==> config.mk <==
export PLATFORM = sky130hd
export DESIGN_NAME = phyCmdScheduler
export DESIGN_NICKNAME = d
export VERILOG_FILES = /design/src/rtl/schedPkg.sv /design/src/rtl/schedDatapath.sv /design/src/rtl/schedControl.sv /design/src/rtl/phyCmdScheduler.sv
export SDC_FILE = /design/constraint.sdc
export NUM_CORES = 1
export LEC_CHECK = 0
export BUFFER_PORTS_ARGS = -buffer_cell sky130_fd_sc_hd__buf_2
export CORE_UTILIZATION = 55
export CTS_BUF_LIST = sky130_fd_sc_hd__clkbuf_4
export DETAILED_ROUTE_END_ITERATION = 7
export PLACE_DENSITY = 0.87
export SYNTH_ARGS = -nofsm -noshare
export SYNTH_HDL_FRONTEND = slang
export SYNTH_HIERARCHICAL = 1
export SYNTH_SLANG_ARGS = --single-unit
==> constraint.sdc <==
create_clock -name clk -period 3.36 [get_ports clk]
set_input_delay 0.168 -clock clk [delete_from_list [all_inputs] [get_ports clk]]
set_output_delay 0.168 -clock clk [all_outputs]
set_load 0.01 [all_outputs]
==> src/rtl/schedPkg.sv <==
package schedPkg;
  localparam int WORD_W  = 32;
  localparam int CMD_W   = 3;
  localparam int OFF_W   = 6;
  localparam int SEQ_W   = 2;
  localparam int RSV_W   = 2;
  localparam int CMD_LSB = 0;
  localparam int CTL_LSB = 3;
  localparam int RSV_LSB = 16;
  localparam int DAT_LSB = 18;
  localparam int SEQ_LSB = 24;

  localparam logic [CMD_W-1:0] CODE_WR = 3'd1;
  localparam logic [CMD_W-1:0] CODE_RD = 3'd3;
  localparam logic [CMD_W-1:0] CODE_ND = 3'd4;

  // strobes from control to datapath
  typedef struct packed {
    logic load;
    logic acDec;
    logic dDec;
  } ctlStrobe_t;

  // decode result from datapath to control
  typedef struct packed {
    logic             good;
    logic             isWr;
    logic             isRd;
    logic [SEQ_W-1:0] seq;
  } decInfo_t;
endpackage

==> src/rtl/schedDatapath.sv <==
module schedDatapath
  import schedPkg::*;
#(
  parameter int RET_LAT = 4
) (
  input  logic              clk,
  input  logic              rstN,
  input  logic [WORD_W-1:0] word,
  input  ctlStrobe_t        strobe,
  output decInfo_t          info,
  output logic              acZero,
  output logic              dZero
);
  localparam int CNT_W = $clog2((1 << OFF_W) + RET_LAT + 1);

  logic [CMD_W-1:0] cmdField;
  logic [OFF_W-1:0] ctlOff;
  logic [OFF_W-1:0] datOff;
  logic [RSV_W-1:0] rsvField;
  logic [CNT_W-1:0] acCnt;
  logic [CNT_W-1:0] dCnt;
  logic [CNT_W-1:0] dLoadVal;

  assign cmdField = word[CMD_LSB +: CMD_W];
  assign ctlOff   = word[CTL_LSB +: OFF_W];
  assign datOff   = word[DAT_LSB +: OFF_W];
  assign rsvField = word[RSV_LSB +: RSV_W];

  always_comb begin
    info.isWr = (cmdField == CODE_WR);
    info.isRd = (cmdField == CODE_RD);
    info.good = (info.isWr || info.isRd || cmdField == CODE_ND) && (rsvField == '0);
    info.seq  = word[SEQ_LSB +: SEQ_W];
  end

  // read data returns a fixed latency after the data slot
  assign dLoadVal = info.isRd ? CNT_W'(datOff) + CNT_W'(RET_LAT) : CNT_W'(datOff);

  always_ff @(posedge clk or negedge rstN) begin
    if (!rstN) begin
      acCnt <= '0;
      dCnt  <= '0;
    end else if (strobe.load) begin
      acCnt <= CNT_W'(ctlOff);
      dCnt  <= dLoadVal;
    end else begin
      if (strobe.acDec) acCnt <= acCnt - 1'b1;
      if (strobe.dDec)  dCnt  <= dCnt - 1'b1;
    end
  end

  assign acZero = (acCnt == '0);
  assign dZero  = (dCnt == '0);

  // a load never coincides with a countdown step
  a_r2_load_exclusive: assert property (@(posedge clk) disable iff (!rstN)
    strobe.load |-> !(strobe.acDec || strobe.dDec));
endmodule

==> src/rtl/schedControl.sv <==
module schedControl
  import schedPkg::*;
(
  input  logic             clk,
  input  logic             rstN,
  input  logic             syncIn,
  input  logic             qValid,
  input  decInfo_t         info,
  input  logic             acZero,
  input  logic             dZero,
  output logic             qReady,
  output ctlStrobe_t       strobe,
  output logic             acPop,
  output logic             dataPop,
  output logic             rdPush,
  output logic             errSticky,
  output logic [SEQ_W-1:0] syncPhase
);
  logic acPend;
  logic dPend;
  logic dIsRd;
  logic idle;
  logic accept;
  logic dFire;

  assign idle   = !acPend && !dPend;
  assign qReady = idle && (!info.good || info.seq == syncPhase);
  assign accept = qValid && qReady;

  assign acPop        = acPend && acZero;
  assign dFire        = dPend && dZero;
  assign dataPop      = dFire && !dIsRd;
  assign rdPush       = dFire && dIsRd;
  assign strobe.load  = accept && info.good;
  assign strobe.acDec = acPend && !acZero;
  assign strobe.dDec  = dPend && !dZero;

  always_ff @(posedge clk or negedge rstN) begin
    if (!rstN) begin
      syncPhase <= '0;
      acPend    <= 1'b0;
      dPend     <= 1'b0;
      dIsRd     <= 1'b0;
      errSticky <= 1'b0;
    end else begin
      if (syncIn) syncPhase <= syncPhase + 1'b1;
      if (strobe.load) begin
        acPend <= 1'b1;
        dPend  <= info.isWr || info.isRd;
        dIsRd  <= info.isRd;
      end else begin
        if (acPop) acPend <= 1'b0;
        if (dFire) dPend  <= 1'b0;
      end
      if (accept && !info.good) errSticky <= 1'b1;
    end
  end

  a_r2_ac_single: assert property (@(posedge clk) disable iff (!rstN)
    acPop |=> !acPop);
  a_r3_data_exclusive: assert property (@(posedge clk) disable iff (!rstN)
    !(dataPop && rdPush));
  a_r5_nd_no_data: assert property (@(posedge clk) disable iff (!rstN)
    (strobe.load && !info.isWr && !info.isRd) |=> !dPend);
  a_r6_phase_step: assert property (@(posedge clk) disable iff (!rstN)
    syncIn |=> syncPhase == $past(syncPhase) + 1'b1);
  a_r8_err_hold: assert property (@(posedge clk) disable iff (!rstN)
    errSticky |=> errSticky);
  a_r9_busy_blocks: assert property (@(posedge clk) disable iff (!rstN)
    (acPend || dPend) |-> !qReady);
endmodule

==> src/rtl/phyCmdScheduler.sv <==
module phyCmdScheduler
  import schedPkg::*;
#(
  parameter int RET_LAT = 4
) (
  input  logic              clk,
  input  logic              rstN,
  input  logic              syncIn,
  input  logic              qValid,
  input  logic [WORD_W-1:0] qWord,
  output logic              qReady,
  output logic              acPop,
  output logic              dataPop,
  output logic              rdPush,
  output logic              errSticky,
  output logic [SEQ_W-1:0]  syncPhase
);
  ctlStrobe_t strobe;
  decInfo_t   info;
  logic       acZero;
  logic       dZero;

  schedDatapath #(.RET_LAT(RET_LAT)) uDp (
    .clk(clk), .rstN(rstN), .word(qWord), .strobe(strobe),
    .info(info), .acZero(acZero), .dZero(dZero)
  );

  schedControl uCtl (
    .clk(clk), .rstN(rstN), .syncIn(syncIn), .qValid(qValid),
    .info(info), .acZero(acZero), .dZero(dZero), .qReady(qReady),
    .strobe(strobe), .acPop(acPop), .dataPop(dataPop), .rdPush(rdPush),
    .errSticky(errSticky), .syncPhase(syncPhase)
  );

  // a taken well-formed word always carries the current phase
  a_r7_phase_match: assert property (@(posedge clk) disable iff (!rstN)
    (qValid && qReady && info.good) |-> info.seq == syncPhase);
endmodule

==> results.toml, run 1 <==
[global_route]
grt_util_all_layers_pct = 19.4
grtUsageMet3_pct = 3.46
grt_antenna_before_repair = 0
grt-busiest-layer = "met2"
grt_pass1_vias = 901
grt_max_degree = 26
grt_pass1_wl_um = 3580
grt-ovfl-total = 0
grt.met1_usage_pct = 25.4
grt_use_met2_pct = 32.4

[routing]
dr.first_iter.drc_count = 9
drt_pass1_iterations = 4
drc_errors = 0
via_per_inst = 5.15
ant_nets = 0
wl_um = 1960
vias = 911
wl_per_cell_um = 11.1

[floorplanning]
start_util_pct = 59.1
coreArea_sq_um = 2000
num_rows = 16
dieArea_sq_um = 2340
fp.dieH_um = 48.4
io_pins = 43
die_x_um = 48.4

[sta]
post-route-min-period_ps = 2130
slew_violations = 0
setup_ws_ps = 1230
relSlewSlack_pct = 55.6
tightest_slew_ps = 666
rsz0062_at_grt = "no"
setup_violations = 0
hold_viol = 0
max_freq_ghz = 0.469
fin_tns_setup_ps = 0
fin_crit_sh_pct = 63.4
fin_skew_ps = 8.82

[critical_path]
critPathBufInv = 0
crit_required_ps = 3510
cp_slowest_cell = "or4_4"
r2r-start = "uDp/dCnt[4]"
reg2reg_slack_ps = 1230
worst_ep_arrival_time_ps = 2280
path_max_fanout = 5
crit_chain = "or4_4 > nor3b_1 > nor2b_1 > nor4b_1 > xor2_1 > nor2_1 > a21oi_1"
slowest_delay_ps = 570
critPathTopFamily = "simple AND/OR/NAND/NOR gates"
crit_type = "flop to flop"
worst_setup_path_end_kind = "flop"
regToRegEndpoint = "uDp/dCnt[3]"
r2r_cells = 7
worstSetupStartpointType = "flop"

[clock_tree]
numCtsBuffers = 3
clk_pin_slew_ps = 110
root_buffer = "clkbuf_4"
cts.sinks = 20
h-tree-depth = 1
cts_tree = "built"
clock_latency_ps = 290
ctsLongestPathBuffers = 2
cts_resized = 0

[logic_synthesis]
synth_common_cells = "dfrtp_1 (20), nand2_1 (15), o21ai_0 (10), xnor2_1 (10)"
synth.net_count = 161
seq_area_frac_synth_pct = 42.3
ys_warn_count = 6
ys_types = 34
synth.most_common_cell = "dfrtp_1"
synth_area_sq_um = 1180
synth-async-reset-ratio_pct = 100
synth_top_area_cell = "dfrtp_1"
synth_top_area_share_pct = 42.3
ys_seq_elements = 20
synthTopCellsByArea = "dfrtp_1 (42%), xnor2_1 (7.4%), xor2_1 (5.9%)"
synth_cells = 122
synth_ff_type = "dfrtp_1"
synth_edf_count = 0
synth_area_per_cell_sq_um = 9.70

[pwr]
power_density_nw_per_um2 = 560
p_leak_uw = 0.000624
peakVddDrop_mv = 0.401

[min_path]
holdPathEnd = "uCtl/syncPhase[0]"
hp-start = "syncIn"
hold-path-cell-count = 2
min_path_type = "input pin to flop"

[layout]
num_antenna_cells = 0
syn_to_final_growth_pct = 15.5
drive_gt1_share_pct = 26.7
fin_nets = 190

[job]
cap_violations = 0

[placed_design]
pre_cts_ws_ps = 1260
io_buffers = 29
dpl.hpwl_um = 1480
gp_congestion = 0.788

[run_status]
outcome = "completed"
## through the flow
step / total power [uW] / hold slack (ps) / cell area, sq um / std cells / utilization [%]
floorplan: 575 / -128 / 1180 / 122 / -
global placement: 640 / 130 / 1330 / 172 / 66.5
detailed placement: 656 / 138 / 1330 / 172 / 66.5
CTS: 774 / 63.5 / 1370 / 177 / 68.3
global route: 840 / 61.3 / 1370 / 177 / 68.3
finish: 766 / 76.3 / 1370 / 177 / 68.3
## worst reg2reg max path, stage by stage, from the launching register on
cell     delay, ps
dfrtp_1        420
or4_4          570
nor3b_1        300
nor2b_1        180
nor4b_1        200
xor2_1         150
nor2_1         110
a21oi_1         50
## logic make-up (layout without fill, tap and decap cells)
logic type               Yosys count  count (layout)  synth area share, %
buffers and inverters             13              41                 4.86
XOR/XNOR                          19              19                 14.7
flip-flops                        20              20                 42.3
AO/OA/AOI/OAI                     16              16                 7.82
AND/OR/NAND/NOR                   45              45                 21.6
adder cells (fa/ha/maj)            3               3                 3.17
multiplexers                       6               6                 5.60
## metal layers
layer,up-vias,wire length (um)
met5,-,0
met4,0,13
met3,2,125
met2,39,918
met1,401,902
li1,469,-
## layout make-up
type | instances | area (sq um)
multi-input combinational | 89 | 626
fill | 169 | 634
clock buffer | 3 | 22.5
inverter | 7 | 26.3
sequential | 20 | 500
timing repair buffer | 30 | 155
clock inverter | 1 | 3.75
tap | 27 | 33.8
## cells in the final DEF (no fill, tap or decap), types with 2 or more instances in the layout
cell,netlist,layout
nand2_1,15,15
o21ai_0,10,10
xnor2_1,10,10
nor4b_1,2,2
xor2_1,8,8
nand4_1,2,2
nor3_1,5,5
inv_1,7,7
mux2i_1,4,4
a21oi_1,3,3
nor2_1,8,8
nor3b_1,2,2
clkbuf_4,0,3
dfrtp_1,20,20
buf_2,1,29
ha_1,3,3
## report_power, final
part / leakage, uW / total, uW / switching (uW) / internal (uW)
clock network: 0.0000154 / 110 / 67.2 / 43.1
registers: 0.000225 / 381 / 66.5 / 314
logic: 0.000384 / 275 / 137 / 138
total: 0.000624 / 766 / 271 / 495
## sequential cells by signal (all words and copies together) (netlist names)
name / count
uCtl/errSticky: 1
uCtl/dPend: 1
uCtl/acPend: 1
uDp/dCnt: 7
uDp/acCnt: 7
uCtl/syncPhase: 2
uCtl/dIsRd: 1
## what timing repair did
action                                 in CTS  in global routing
buffers inserted                            0                  0
hold buffers                                1                  0
endpoints found under the hold margin      20                  0
## worst max path at each step
stage                     start     endpoint  slack (ps)  depth (start not counted)
floorplan           uDp/dCnt[4]  uDp/dCnt[5]        1430                          7
global placement    uDp/dCnt[4]  uDp/dCnt[5]        1280                          7
detailed placement  uDp/dCnt[4]  uDp/dCnt[5]        1260                          7
CTS                 uDp/dCnt[4]  uDp/dCnt[5]        1230                          7
global route        uDp/dCnt[4]  uDp/dCnt[4]        1080                          7
finish              uDp/dCnt[4]  uDp/dCnt[3]        1230                          7
Power figures use the tool's default switching activity.
==> inputs of run 2 (changes only) <==
--- a/config.mk
+++ b/config.mk
@@ -6,10 +6,10 @@
 export NUM_CORES = 1
 export LEC_CHECK = 0
 export BUFFER_PORTS_ARGS = -buffer_cell sky130_fd_sc_hd__buf_2
-export CORE_UTILIZATION = 55
+export CORE_UTILIZATION = 46
 export CTS_BUF_LIST = sky130_fd_sc_hd__clkbuf_4
 export DETAILED_ROUTE_END_ITERATION = 7
-export PLACE_DENSITY = 0.87
+export PLACE_DENSITY = 0.78
 export SYNTH_ARGS = -nofsm -noshare
 export SYNTH_HDL_FRONTEND = slang
 export SYNTH_HIERARCHICAL = 1
==> constraint.sdc (replaced) <==
create_clock -name clk -period 1.91 [get_ports clk]
set_input_delay 0.0955 -clock clk [delete_from_list [all_inputs] [get_ports clk]]
set_output_delay 0.0955 -clock clk [all_outputs]
set_load 0.01 [all_outputs]
==> run 2 against run 1 <==
The flow now finishes with violations (setup timing). Clock skew is 3.2 ps lower. Utilization down 1.4 points. Sequential power is 79% higher. Final area increased by 20%. Count of clock-buffer cells in the layout unchanged. Via count grew 16%. Global-route usage up 1.6 points. Largest power group unchanged. Die area increased by 19%.
==> results.toml, run 2 (synthesized netlist as in run 1, its figures left out) <==
[critical_path]
worstSetupStartpointType = "flop"
worst_setup_path_end_kind = "primary output"
worst_ep_arrival_time_ps = 1860
crit_required_ps = 1810
crit_type = "flop to primary output"
path_max_fanout = 2

[placed_design]
io_buffers = 29
place_area_sq_um = 1410
gp_congestion = 0.797
dpl.hpwl_um = 1760

[sta]
setup_violations = 3
fin_crit_sh_pct = 103
fin_skew_ps = 5.63
fin_tns_setup_ps = -93.7
rsz0062_at_grt = "yes"
setup_ws_ps = -48.2
max_freq_ghz = 0.511
relSlewSlack_pct = 70.6
hold_viol = 0
slew_violations = 0
post-route-min-period_ps = 1960
tightest_slew_ps = 441

[global_route]
grt_pass1_wl_um = 4200
grt-ovfl-total = 0
grt_pass1_vias = 983
grt_max_degree = 26
grt_util_all_layers_pct = 21.0
grt_antenna_before_repair = 0

[routing]
via_per_inst = 5.20
drc_errors = 0
drt_pass1_iterations = 4
ant_nets = 0
wl_um = 2650
wl_per_cell_um = 13.0
vias = 1056
dr.first_iter.drc_count = 21

[clock_tree]
h-tree-depth = 1
ctsLongestPathBuffers = 2
numCtsBuffers = 3
root_buffer = "clkbuf_4"
clock_latency_ps = 300
clk_pin_slew_ps = 120
cts.sinks = 20
cts_tree = "built"

[floorplanning]
coreArea_sq_um = 2450
dieArea_sq_um = 2780
io_pins = 43
die_x_um = 52.7
fp.dieH_um = 52.7
num_rows = 18
start_util_pct = 48.2

[layout]
final_common_cell = "buf_2"
syn_to_final_growth_pct = 38.7
num_antenna_cells = 0
final_util_pct = 66.9
fin_area_sq_um = 1640
reg.largest.list = "uDp/acCnt: 7 flops, uDp/dCnt: 7 flops, uCtl/syncPhase: 2 flops"
fin_nets = 213
drive_gt1_share_pct = 37.0
final_cell_mix = "buf_2 (29), dfrtp_1 (20), buf_4 (16)"

[pwr]
peakVddDrop_mv = 0.863
p_leak_uw = 0.000777
total_power_uw = 1630
power_density_nw_per_um2 = 992

[run_status]
outcome = "finished, violations left"
violations = "setup timing"

[min_path]
min_path_type = "input pin to flop"

[job]
cap_violations = 0
-- run 2: cell count changes in the layout (fill, tap and decap cells not counted), sizes merged --
cell	before	now
clkinv	1	0
buf	29	45
bufinv	0	1
dlygate4sd3	1	8
-- run 2: timing repair --
item | in CTS | in global routing
endpoints found under the hold margin | 26 | 1
setup endpoints to repair | 8 | 17
hold buffers | 7 | 1
resized for setup | 2 | 7
pin swaps | 2 | 4
buffers inserted | 2 | 5
-- run 2: worst paths after layout --
check / startpoint / endpoint / slack [ps] / cells after the start
max: uDp/dCnt[4] / rdPush / -50 / 5
min: qWord[7] / uDp/acCnt[4] / 10 / 3
max reg2reg: uDp/dCnt[4] / uDp/dCnt[4] / 0 / 7
min reg2reg: uCtl/errSticky / uCtl/errSticky / 470 / 1
max in group asynchronous: rstN / uDp/acCnt[2] / 1340 / 2
min in group asynchronous: rstN / uCtl/dIsRd / 260 / 2
-- run 2: worst max-delay path: stages (launching register included) --
cell and delay, ps:
dfrtp_1 400, or4_4 560, nor3b_4 210, buf_4 140, and3_1 130, buf_2 120
-- run 2: final cells by class --
| cell class | count | area, sq um |
|---|---|---|
| tap | 30 | 37.5 |
| multi-input combinational | 89 | 679 |
| timing repair buffer | 53 | 345 |
| clock inverter | 1 | 30.0 |
| inverter | 7 | 26.3 |
| clock buffer | 3 | 22.5 |
| sequential | 20 | 500 |
| fill | 192 | 813 |
-- run 2: layer usage --
| layer | share of wire (%) | routed length [um] | vias up | GRT usage [%] |
|---|---|---|---|---|
| met5 | 0 | 0 | - | 0 |
| met4 | 0.76 | 20 | 0 | 8.33 |
| met3 | 4.2 | 111 | 6 | 2.03 |
| met2 | 57 | 1500 | 43 | 39.7 |
| met1 | 38 | 1010 | 498 | 23.6 |
| li1 | - | - | 509 | - |
-- run 2: power by group --
group          switching (uW)  internal, uW
clock                     131           212
sequential                130           552
combinational             283           320
total                     545          1080
-- run 2: through the flow --
step | setup slack (ps) | instances | hold slack [ps]
floorplan | 74.9 | 122 | -200
global placement | 37.4 | 184 | 59.3
detailed placement | -30.6 | 184 | 66.1
CTS | -46.1 | 197 | 0.350
global route | -115 | 203 | 24.0
finish | -48.2 | 203 | 14.9
